$ cat config.mk
export PLATFORM = sky130hd
export DESIGN_NAME = i2c10_slave_tx
export DESIGN_NICKNAME = d
export VERILOG_FILES = /design/src/rtl/i2c10_pkg.sv /design/src/rtl/i2c10_line_sync.sv /design/src/rtl/i2c10_txbuf.sv /design/src/rtl/i2c10_status.sv /design/src/rtl/i2c10_engine.sv /design/src/rtl/i2c10_slave_tx.sv
export SDC_FILE = /design/constraint.sdc
export NUM_CORES = 1
export LEC_CHECK = 0
export ABC_CLOCK_PERIOD_IN_PS = 1850
export BUFFER_PORTS_ARGS = -buffer_cell sky130_fd_sc_hd__buf_2
export CORE_ASPECT_RATIO = 0.8
export CORE_MARGIN = 3
export CORE_UTILIZATION = 45
export DETAILED_ROUTE_END_ITERATION = 10
export GPL_TIMING_DRIVEN = 0
export PLACE_DENSITY = 0.68
export SYNTH_ARGS = -nofsm -noshare
export SYNTH_HDL_FRONTEND = slang
export SYNTH_HIERARCHICAL = 1
export SYNTH_SLANG_ARGS = --single-unit
$ cat constraint.sdc
create_clock -name clk -period 1.85 [get_ports clk]
set_input_delay 0.37 -clock clk [delete_from_list [all_inputs] [get_ports clk]]
set_output_delay 0.37 -clock clk [all_outputs]
set_load 0.01 [all_outputs]
$ cat src/rtl/i2c10_pkg.sv
package i2c10_pkg;
  localparam int BYTE_W = 8;
  localparam logic [4:0] TEN_BIT_PREFIX = 5'b11110;

  typedef enum logic [3:0] {
    ST_IDLE,
    ST_RX,
    ST_RXEND,
    ST_ACK,
    ST_LOAD,
    ST_TX,
    ST_MACK,
    ST_MWAIT,
    ST_SKIP
  } eng_st_t;

  typedef enum logic [2:0] {
    DEC_NONE,
    DEC_W1,
    DEC_W2,
    DEC_RD,
    DEC_GC
  } dec_t;
endpackage

$ cat src/rtl/i2c10_line_sync.sv
module i2c10_line_sync #(
  parameter int SYNC_STAGES = 2
) (
  input  logic clk,
  input  logic rst_n,
  input  logic scl_i,
  input  logic sda_i,
  output logic scl_q,
  output logic sda_q,
  output logic scl_rise,
  output logic scl_fall,
  output logic bus_start,
  output logic bus_stop
);
  logic [SYNC_STAGES-1:0] scl_pipe, sda_pipe;
  logic scl_d, sda_d;

  generate
    if (SYNC_STAGES == 1) begin : g_one
      always_ff @(posedge clk or negedge rst_n) begin
        if (!rst_n) begin
          scl_pipe <= '1;
          sda_pipe <= '1;
        end else begin
          scl_pipe <= scl_i;
          sda_pipe <= sda_i;
        end
      end
    end else begin : g_many
      always_ff @(posedge clk or negedge rst_n) begin
        if (!rst_n) begin
          scl_pipe <= '1;
          sda_pipe <= '1;
        end else begin
          scl_pipe <= {scl_pipe[SYNC_STAGES-2:0], scl_i};
          sda_pipe <= {sda_pipe[SYNC_STAGES-2:0], sda_i};
        end
      end
    end
  endgenerate

  assign scl_q = scl_pipe[SYNC_STAGES-1];
  assign sda_q = sda_pipe[SYNC_STAGES-1];

  always_ff @(posedge clk or negedge rst_n) begin
    if (!rst_n) begin
      scl_d <= 1'b1;
      sda_d <= 1'b1;
    end else begin
      scl_d <= scl_q;
      sda_d <= sda_q;
    end
  end

  assign scl_rise  = scl_q & ~scl_d;
  assign scl_fall  = ~scl_q & scl_d;
  assign bus_start = scl_q & scl_d & sda_d & ~sda_q;
  assign bus_stop  = scl_q & scl_d & ~sda_d & sda_q;
endmodule

$ cat src/rtl/i2c10_txbuf.sv
module i2c10_txbuf
  import i2c10_pkg::*;
(
  input  logic              clk,
  input  logic              rst_n,
  input  logic              wr_en,
  input  logic [BYTE_W-1:0] wr_data,
  input  logic              flush,
  input  logic              take,
  input  logic              first_bit,
  output logic [BYTE_W-1:0] buf_data,
  output logic              buf_full,
  output logic              tde_flag
);
  logic [BYTE_W-1:0] data_n;
  logic full_n, tde_n;

  always_comb begin
    data_n = buf_data;
    full_n = buf_full;
    tde_n  = tde_flag;
    if (wr_en) begin
      data_n = wr_data;
      full_n = 1'b1;
    end else if (flush || take) begin
      full_n = 1'b0;
    end
    if (wr_en) begin
      tde_n = 1'b0;
    end else if (first_bit) begin
      tde_n = 1'b1;
    end
  end

  always_ff @(posedge clk or negedge rst_n) begin
    if (!rst_n) begin
      buf_data <= '0;
      buf_full <= 1'b0;
      tde_flag <= 1'b0;
    end else begin
      buf_data <= data_n;
      buf_full <= full_n;
      tde_flag <= tde_n;
    end
  end
endmodule

$ cat src/rtl/i2c10_status.sv
module i2c10_status (
  input  logic clk,
  input  logic rst_n,
  input  logic set_stop,
  input  logic set_nack,
  input  logic rd_status,
  input  logic tde_flag,
  output logic stop_flag,
  output logic nack_flag,
  output logic irq
);
  logic stop_n, nack_n;

  always_comb begin
    stop_n = stop_flag;
    nack_n = nack_flag;
    if (rd_status) begin
      stop_n = 1'b0;
      nack_n = 1'b0;
    end
    if (set_stop) stop_n = 1'b1;
    if (set_nack) nack_n = 1'b1;
  end

  always_ff @(posedge clk or negedge rst_n) begin
    if (!rst_n) begin
      stop_flag <= 1'b0;
      nack_flag <= 1'b0;
    end else begin
      stop_flag <= stop_n;
      nack_flag <= nack_n;
    end
  end

  assign irq = stop_flag | nack_flag | tde_flag;
endmodule

$ cat src/rtl/i2c10_engine.sv
module i2c10_engine
  import i2c10_pkg::*;
#(
  parameter int ADDR_W = 10
) (
  input  logic              clk,
  input  logic              rst_n,
  input  logic              sda_q,
  input  logic              scl_rise,
  input  logic              scl_fall,
  input  logic              bus_start,
  input  logic              bus_stop,
  input  logic [ADDR_W-1:0] own_addr,
  input  logic              gc_en,
  input  logic              tx_en,
  input  logic              buf_full,
  input  logic [BYTE_W-1:0] buf_data,
  output logic              take,
  output logic              first_bit,
  output logic              set_stop,
  output logic              set_nack,
  output logic              scl_oe,
  output logic              sda_oe
);
  localparam int CNT_W = $clog2(BYTE_W);
  localparam logic [CNT_W-1:0] LAST_BIT = CNT_W'(BYTE_W - 1);

  eng_st_t st, st_n;
  dec_t dec, dec_n;
  logic [CNT_W-1:0] cnt, cnt_n;
  logic [BYTE_W-1:0] sh, sh_n, rxb;
  logic second, second_n, matched, matched_n, engaged, engaged_n;

  assign rxb = {sh[BYTE_W-2:0], sda_q};

  always_comb begin
    st_n = st;
    dec_n = dec;
    cnt_n = cnt;
    sh_n = sh;
    second_n = second;
    matched_n = matched;
    engaged_n = engaged;
    take = 1'b0;
    first_bit = 1'b0;
    set_stop = 1'b0;
    set_nack = 1'b0;
    if (bus_stop) begin
      set_stop = engaged;
      st_n = ST_IDLE;
      matched_n = 1'b0;
      engaged_n = 1'b0;
    end else if (bus_start) begin
      set_stop = engaged;
      st_n = ST_RX;
      cnt_n = '0;
      second_n = 1'b0;
      engaged_n = 1'b0;
    end else begin
      unique case (st)
        ST_RX: begin
          if (scl_rise) begin
            sh_n = rxb;
            if (cnt == LAST_BIT) begin
              st_n = ST_RXEND;
              if (!tx_en) begin
                dec_n = DEC_NONE;
              end else if (!second) begin
                if (rxb[7:3] == TEN_BIT_PREFIX && rxb[2:1] == own_addr[ADDR_W-1:ADDR_W-2]) begin
                  if (rxb[0]) dec_n = matched ? DEC_RD : DEC_NONE;
                  else        dec_n = DEC_W1;
                end else if (gc_en && rxb == '0) begin
                  dec_n = DEC_GC;
                end else begin
                  dec_n = DEC_NONE;
                end
                if (dec_n != DEC_RD) matched_n = 1'b0;
              end else begin
                if (rxb == own_addr[BYTE_W-1:0]) begin
                  dec_n = DEC_W2;
                  matched_n = 1'b1;
                end else begin
                  dec_n = DEC_NONE;
                  matched_n = 1'b0;
                end
              end
            end else begin
              cnt_n = cnt + 1'b1;
            end
          end
        end
        ST_RXEND: begin
          if (scl_fall) begin
            if (dec != DEC_NONE) begin
              st_n = ST_ACK;
              engaged_n = 1'b1;
            end else begin
              st_n = ST_SKIP;
            end
          end
        end
        ST_ACK: begin
          if (scl_fall) begin
            unique case (dec)
              DEC_W1: begin
                st_n = ST_RX;
                cnt_n = '0;
                second_n = 1'b1;
              end
              DEC_RD:  st_n = ST_LOAD;
              default: st_n = ST_SKIP;
            endcase
          end
        end
        ST_LOAD: begin
          if (buf_full) begin
            take = 1'b1;
            sh_n = buf_data;
            cnt_n = '0;
            st_n = ST_TX;
          end
        end
        ST_TX: begin
          if (scl_rise && cnt == '0) first_bit = 1'b1;
          if (scl_fall) begin
            if (cnt == LAST_BIT) begin
              st_n = ST_MACK;
            end else begin
              cnt_n = cnt + 1'b1;
              sh_n = {sh[BYTE_W-2:0], 1'b0};
            end
          end
        end
        ST_MACK: begin
          if (scl_rise) begin
            if (sda_q) begin
              set_nack = 1'b1;
              st_n = ST_SKIP;
            end else begin
              st_n = ST_MWAIT;
            end
          end
        end
        ST_MWAIT: begin
          if (scl_fall) st_n = ST_LOAD;
        end
        default: ;
      endcase
    end
  end

  always_ff @(posedge clk or negedge rst_n) begin
    if (!rst_n) begin
      st <= ST_IDLE;
      dec <= DEC_NONE;
      cnt <= '0;
      sh <= '0;
      second <= 1'b0;
      matched <= 1'b0;
      engaged <= 1'b0;
    end else begin
      st <= st_n;
      dec <= dec_n;
      cnt <= cnt_n;
      sh <= sh_n;
      second <= second_n;
      matched <= matched_n;
      engaged <= engaged_n;
    end
  end

  assign sda_oe = (st == ST_ACK) | ((st == ST_TX) & ~sh[BYTE_W-1]);
  assign scl_oe = (st == ST_LOAD) & ~buf_full;
endmodule

$ cat src/rtl/i2c10_slave_tx.sv
module i2c10_slave_tx
  import i2c10_pkg::*;
#(
  parameter int SYNC_STAGES = 2,
  parameter int ADDR_W = 10
) (
  input  logic              clk,
  input  logic              rst_n,
  input  logic              scl_i,
  input  logic              sda_i,
  output logic              scl_oe,
  output logic              sda_oe,
  input  logic [ADDR_W-1:0] own_addr,
  input  logic              gc_en,
  input  logic              tx_en,
  input  logic              wr_en,
  input  logic [BYTE_W-1:0] wr_data,
  input  logic              flush,
  input  logic              rd_status,
  output logic              tde_flag,
  output logic              nack_flag,
  output logic              stop_flag,
  output logic              irq
);
  logic [1:0] rst_pipe;
  logic rst_int;
  logic scl_q, sda_q, scl_rise, scl_fall, bus_start, bus_stop;
  logic take, first_bit, set_stop, set_nack, buf_full;
  logic [BYTE_W-1:0] buf_data;

  always_ff @(posedge clk or negedge rst_n) begin
    if (!rst_n) rst_pipe <= 2'b00;
    else        rst_pipe <= {rst_pipe[0], 1'b1};
  end
  assign rst_int = rst_pipe[1];

  i2c10_line_sync #(.SYNC_STAGES(SYNC_STAGES)) u_sync (
    .clk(clk), .rst_n(rst_int), .scl_i(scl_i), .sda_i(sda_i),
    .scl_q(scl_q), .sda_q(sda_q), .scl_rise(scl_rise), .scl_fall(scl_fall),
    .bus_start(bus_start), .bus_stop(bus_stop)
  );

  i2c10_txbuf u_buf (
    .clk(clk), .rst_n(rst_int), .wr_en(wr_en), .wr_data(wr_data),
    .flush(flush), .take(take), .first_bit(first_bit),
    .buf_data(buf_data), .buf_full(buf_full), .tde_flag(tde_flag)
  );

  i2c10_engine #(.ADDR_W(ADDR_W)) u_eng (
    .clk(clk), .rst_n(rst_int), .sda_q(sda_q), .scl_rise(scl_rise),
    .scl_fall(scl_fall), .bus_start(bus_start), .bus_stop(bus_stop),
    .own_addr(own_addr), .gc_en(gc_en), .tx_en(tx_en),
    .buf_full(buf_full), .buf_data(buf_data), .take(take),
    .first_bit(first_bit), .set_stop(set_stop), .set_nack(set_nack),
    .scl_oe(scl_oe), .sda_oe(sda_oe)
  );

  i2c10_status u_stat (
    .clk(clk), .rst_n(rst_int), .set_stop(set_stop), .set_nack(set_nack),
    .rd_status(rd_status), .tde_flag(tde_flag), .stop_flag(stop_flag),
    .nack_flag(nack_flag), .irq(irq)
  );
endmodule

# Word-level counts from Yosys, hierarchy flattened
# Index checks and enable logic that the tools add are counted.
dict set report classes {
  n_bitwise 20
  n_reduce_logical 32
  n_addsub 1
  n_mux 82
  n_eq_ne 33
}
# op n
set ops {}
lappend ops {{3-bit 2-to-1 mux} 19}
lappend ops {{4-bit 2-to-1 mux} 13}
lappend ops {{1-bit 2-to-1 mux} 40}
lappend ops {{8-bit 2-to-1 mux} 4}
lappend ops {{4-bit one-hot mux with 7 select lines} 1}
lappend ops {{8-bit one-hot mux with 3 select lines} 1}
lappend ops {{2-bit nonzero test} 11}
lappend ops {{4-bit != test (second input constant)} 5}
lappend ops {{3-bit nonzero test} 6}
lappend ops {{4-bit by 3-bit == test with 1-bit output (second input constant)} 4}
lappend ops {{4-bit by 3-bit != test with 1-bit output (second input constant)} 4}
lappend ops {{7-bit AND reduction} 2}
lappend ops {{3-bit != test (second input constant)} 4}
lappend ops {{3-bit one-hot mux with 4 select lines} 1}
lappend ops {{10-bit AND reduction} 1}
lappend ops {{1-bit bitwise AND} 9}
lappend ops {{9-bit nonzero test} 1}
lappend ops {{4-bit by 2-bit == test with 1-bit output (second input constant)} 2}
lappend ops {{8-bit == test} 1}
lappend ops {{8-bit zero test} 1}
lappend ops {{1-bit inverter} 8}
lappend ops {{4-bit one-hot mux with 2 select lines} 1}
lappend ops {{2-bit != test (second input constant)} 3}
lappend ops {{3-bit by 2-bit != test with 1-bit output (second input constant)} 2}
lappend ops {{other kinds (18)} 24}
dict set report totals {
  input_bits 27
  ff_bits 41
  word_cells 185
  out_inout_bits 6
}

# Logic depth before layout (Yosys ltp)
dict set report depth {
  ltp_word 20
  mapped_depth 8
  mapped_depth_nobuf 7
}

# By module
# Netlist, hierarchy kept.
# module area_per_inst_um2 seq_area_each_um2 n_inst cells_per_inst
set modules_own_cells {}
lappend modules_own_cells {i2c10_engine 1634.1 525.5 1 189}
lappend modules_own_cells {i2c10_txbuf 401.6 250.2 1 23}
lappend modules_own_cells {i2c10_line_sync 190.2 157.7 1 10}
lappend modules_own_cells {i2c10_status 76.3 50.0 1 6}
lappend modules_own_cells {i2c10_slave_tx 53.8 50.0 1 3}

# Least setup slack after synthesis
# Ideal clock, no wire load.
dict set report synth_timing {
  kind {flip-flop to flip-flop}
  start {reg u_sync.sda_pipe[1]}
  end {reg u_eng.st[2]}
  stages_incl_launch_ff 5
  path_slack_ps 40
  arrival_ps 1716
  synth_period_minus_slack_ps 1810
  n_path_buf 1
  required_ps 1756
  setup_ps 94
  cell_sequence {dfstp_2 and4b_1 clkbuf_1 or4_1 a211oi_1}
}
dict set report synth_between {
  elab_cells_between_ends 19
  classes_between {9 x eq/ne; 5 x mux; 3 x bitwise; 2 x reduce/logical}
}
# element line_no
set synth_lines {}
lappend synth_lines {{start, declared} i2c10_line_sync.sv:15} ;# logic [SYNC_STAGES-1:0] scl_pipe, sda_pipe;
lappend synth_lines {{start signal, assigned} i2c10_line_sync.sv:36} ;# sda_pipe <= {sda_pipe[SYNC_STAGES-2:0], sda_i};
lappend synth_lines {{1-bit inverter (*)} i2c10_line_sync.sv:57} ;# assign bus_start = scl_q & scl_d & sda_d & ~sda_q;
lappend synth_lines {{1-bit bitwise AND (*)} i2c10_line_sync.sv:57}
lappend synth_lines {{net bus_start} i2c10_slave_tx.sv:27} ;# logic scl_q, sda_q, scl_rise, scl_fall, bus_start, bus_stop;
lappend synth_lines {{9-bit nonzero test (no line) (tied with other cells)} n/a}
lappend synth_lines {{10-bit AND reduction (no line) / 4-bit 2-to-1 mux (equally long branches)} n/a}
lappend synth_lines {{end signal, assigned} i2c10_engine.sv:162} ;# st <= st_n;
lappend synth_lines {{end, declared} i2c10_engine.sv:28} ;# eng_st_t st, st_n;
# The timed path passes the listed nets; every way through them passes the cells marked *. The select of a mux whose other input is x is not followed.
# A chain may end at the register's enable or synchronous reset.

# Final worst setup path
dict set report layout_timing {
  start {reg u_eng.cnt[1]}
  end {reg u_eng.st[3]}
}
dict set report layout_between {
  elab_chain_len 3
  elab_cells_between_ends 4
  classes_between {3 x eq/ne; 1 x reduce/logical}
}
# element line_no
set layout_lines {}
lappend layout_lines {{start, declared} i2c10_engine.sv:30} ;# logic [CNT_W-1:0] cnt, cnt_n;
lappend layout_lines {{start signal, assigned} i2c10_engine.sv:164} ;# cnt <= cnt_n;
lappend layout_lines {{3-bit == test (*)} {i2c10_engine.sv:64, i2c10_engine.sv:126}}
lappend layout_lines {{4-bit by 3-bit != test with 1-bit output (no line)} n/a}
lappend layout_lines {{10-bit AND reduction (no line) (*)} n/a}
# Mark *: on every way between the ends. The rest lies on a longest branch, timed or not.

==> key figures <==
Yosys
  – Synth warn: 6
  – Most common cell in the netlist: dfrtp_1
  – Post-synthesis cell type count: 57
  – Area leader, netlist: dfrtp_1
  – Async set-reset flop share out of synthesis: between 90% and 100%
  – Net Count, Synth: 261
  – Mux cell area share after synthesis: 8.550%
  – Top post-synthesis cells by area: dfrtp_1 (37%), dfstp_2 (6.7%), mux2_4 (5.1%)
  – Ys flop type: dfrtp_1
  – Mapped Cells: 231
  – Commonest cells in the netlist: dfrtp_1 (35), nand2_1 (18), nor2_1 (12)
  – EDFF count, synth: 0
  – Post-Synth XOR/XNOR Area: 4.089%
  – Synth Area in Compound Gates: 15.77%
  – Syn avg cell area: ~10 um2
  – Synthesized flop and latch total: between 40 and 50
  – Largest family of logic cells by synthesized area: simple AND/OR/NAND/NOR gates
  – Synth Area in Adders: 1.593%
  – Synth top area share: 37.17%
  – Post-synthesis sequential area ratio: around 44%
  – Simple-gate share of the synthesized area: 21.19%
  – Area of the mapped netlist: around 2400 um2

Place
  – Buffers added on ports: 31
  – Dpl cells: around 320
  – GPL Wtd Cong: 0.9298
  – Post-DP HPWL: approximately 4000 um
  – DP Worst Slack: -348.9 ps

CTS
  – TritonCTS clock tree: built
  – CTS H-tree lvls: 2
  – Clock Latency Late Sink: approximately 300 ps
  – Worst-path clk slew: approximately 80 ps
  – Root buffer cell: clkbuf_8
  – Clock buffer depth: 2
  – Clock sink count: ~40
  – CTS Buf Count: 5

Worst setup path
  – Crit path required time: roughly 2000 ps
  – Critical Path Fanout Max: 8
  – Worst R2R Setup Slack: -20 ps
  – Reg-to-Reg End: u_eng/st[3]
  – Worst Setup End Kind: register
  – Arr. time, crit path: just over 2000 ps
  – End of the critical path: u_eng/st[3]
  – WS Path Type: reg -> reg
  – Reg2reg start: u_eng/cnt[1]
  – Reg2reg path depth: 7
  – Crit path from: u_eng/cnt[1]
  – CP Launch Type: register

Pwr
  – PD cells: 1301 nW/um2
  – Leakage power: 1.335 nW
  – Worst VDD drop: between 700 and 800 uV
  – Total power: 3.864 mW

Drt
  – Residual DRC: 0
  – Via density per instance: ~5.8
  – 1st-iter DRT viols: about 150
  – Drt wl/cell: 16.49 um
  – Post-DRT Antenna Nets: 0
  – Pre-antenna DRT Iters: 4
  – Total number of vias: approximately 2000
  – Routed wire length: approximately 5700 um

Finish
  – Share of post-route cells with drive strength above 1: roughly two fifths
  – Filler cells: a little over 400
  – Synthesis-to-layout area growth: 26.08%
  – Final Non-Filler Cells: 345
  – Diodes inserted: 0
  – NumNets Final: ~310

Job
  – Max-cap viol count: 0

Floorplan
  – Die Wd: between 80 and 90 um
  – Die height: 70.72 um
  – Cell Rows: 22
  – Ports: 33
  – Die area: 6145 um2
  – Initial core utilization: between 40% and 50%
  – Core area: 4817 um2

Outcome
  – Status: finished with violations
  – Violated checks: negative setup slack

Global route
  – Vias in the first global route: 1856
  – Initial antenna violation count: 0
  – Largest net degree at the start of global routing: 40
  – Global-route wire length before repair: 9239 um
  – Global Route Usage Sum: 18.96%
  – Grt total ovfl: 0

Timing
  – Max Clock Skew: around 5.8 ps
  – Fin. max-slew vios: 0
  – Setup violators final: 5
  – Achievable clock frequency: ~540 MHz
  – Setup ws final: -19.13 ps
  – Period utilisation layout: 101.0%
  – Worst-Margin Slew: ~850 ps
  – TNS Setup: -60.23 ps
  – RSZ-0062 raised after global routing: yes
  – Slew headroom: 43.19%
  – Minimum clock period: 1869 ps
  – Hold Vio Cnt, Final: 0

Hold path
  – Hold Path Class: in -> reg
-- through the flow --
step / cell area [um2] / utilization [%] / hold WS [ps]
floorplan: 2356 / - / 74.41
global placement: 2586 / 53.69 / 155.3
detailed placement: 2587 / 53.71 / 156.0
CTS: 2840 / 58.96 / 159.3
global route: 2970 / 61.66 / 146.0
finish: 2970 / 61.66 / 163.5
-- layer usage --
metal | GRT usage (%) | vias to the layer above | wire length (um)
li1 | - | 957 | -
met1 | 28.62 | 964 | 2773
met2 | 28.05 | 60 | 2519
met3 | 4.075 | 5 | 358
met4 | 3.633 | 0 | 39
met5 | 0 | - | 0
-- cell type report --
type,count,area [um2],area share [%]
repair buffers,47,287.8,9.688
inverters,9,38.79,1.306
clock buffers,6,82.58,2.780
plain buffers,11,107.6,3.623
multi-input cells,169,1329,44.73
clock inverters,2,13.76,0.4634
flip-flops and latches,41,1036,34.88
well taps,60,75.07,2.527
-- cells by family (layout without fill, tap and decap cells) --
group,Yosys count,after routing
XOR/XNOR,11,11
adder cells (fa/ha/maj),3,3
AO/OA/AOI/OAI,54,54
flip-flops,41,41
buffers and inverters,21,75
multiplexers,16,16
AND/OR/NAND/NOR,84,84
other,1,1
-- cells in the final DEF, fill, tap and decap left out, types with 3 or more instances in the layout --
master	n
mux2i_1	7
nand3_1	4
buf_2	32
nor4_1	3
inv_1	7
nor3_1	6
buf_6	8
xnor2_1	8
o21ai_0	7
clkbuf_8	6
nor2b_1	5
mux2_4	8
a21oi_1	10
nand2_1	16
dfstp_2	6
o21ai_1	7
nor2_1	11
buf_4	15
dfrtp_1	33
nand4_1	7
a211oi_1	3
xor2_1	3
nor2b_4	3
-- power by group --
group / switching, mW / internal (mW) / total (mW)
logic: 1.02 / 0.970 / 1.99
registers: 0.192 / 1.06 / 1.26
clock network: 0.316 / 0.302 / 0.618
total: 1.53 / 2.34 / 3.86
-- worst min-delay path by stage --
stage,to,cells after the start,from,slack [ps]
finish,u_sync/scl_pipe[0],1,scl_i,160
global route,u_sync/sda_pipe[0],1,sda_i,150
CTS,u_sync/scl_pipe[0],1,scl_i,160
detailed placement,rst_pipe[0],1,rst_n,160
global placement,rst_pipe[0],1,rst_n,160
floorplan,rst_pipe[0],0,rst_n,70
-- registers in the layout, summed over array words and instances, names as in the netlist, 2 cells and up --
| name | count |
|---|---|
| u_buf/buf_data | 8 |
| u_eng/sh | 8 |
| u_eng/st | 4 |
| u_eng/cnt | 3 |
| u_eng/dec | 3 |
| rst_pipe | 2 |
| u_sync/scl_pipe | 2 |
| u_sync/sda_pipe | 2 |
-- critical path, stage by stage, from the launching register on --
cell      delay [ps]
dfrtp_1          410
ha_1             200
ha_2             240
a211oi_1         310
a22oi_2           90
o211a_1          200
a21boi_1         150
o21a_1           170
-- what timing repair did --
action,4_1_cts,5_1_grt
hold buffers,1,0
setup buffers,7,7
resized for setup,28,21
cloned,1,0
endpoints found under the setup margin,23,22
hold endpoints to repair,2,0
pin swaps,4,9
Note: power is estimated with default switching activity, not from simulation.
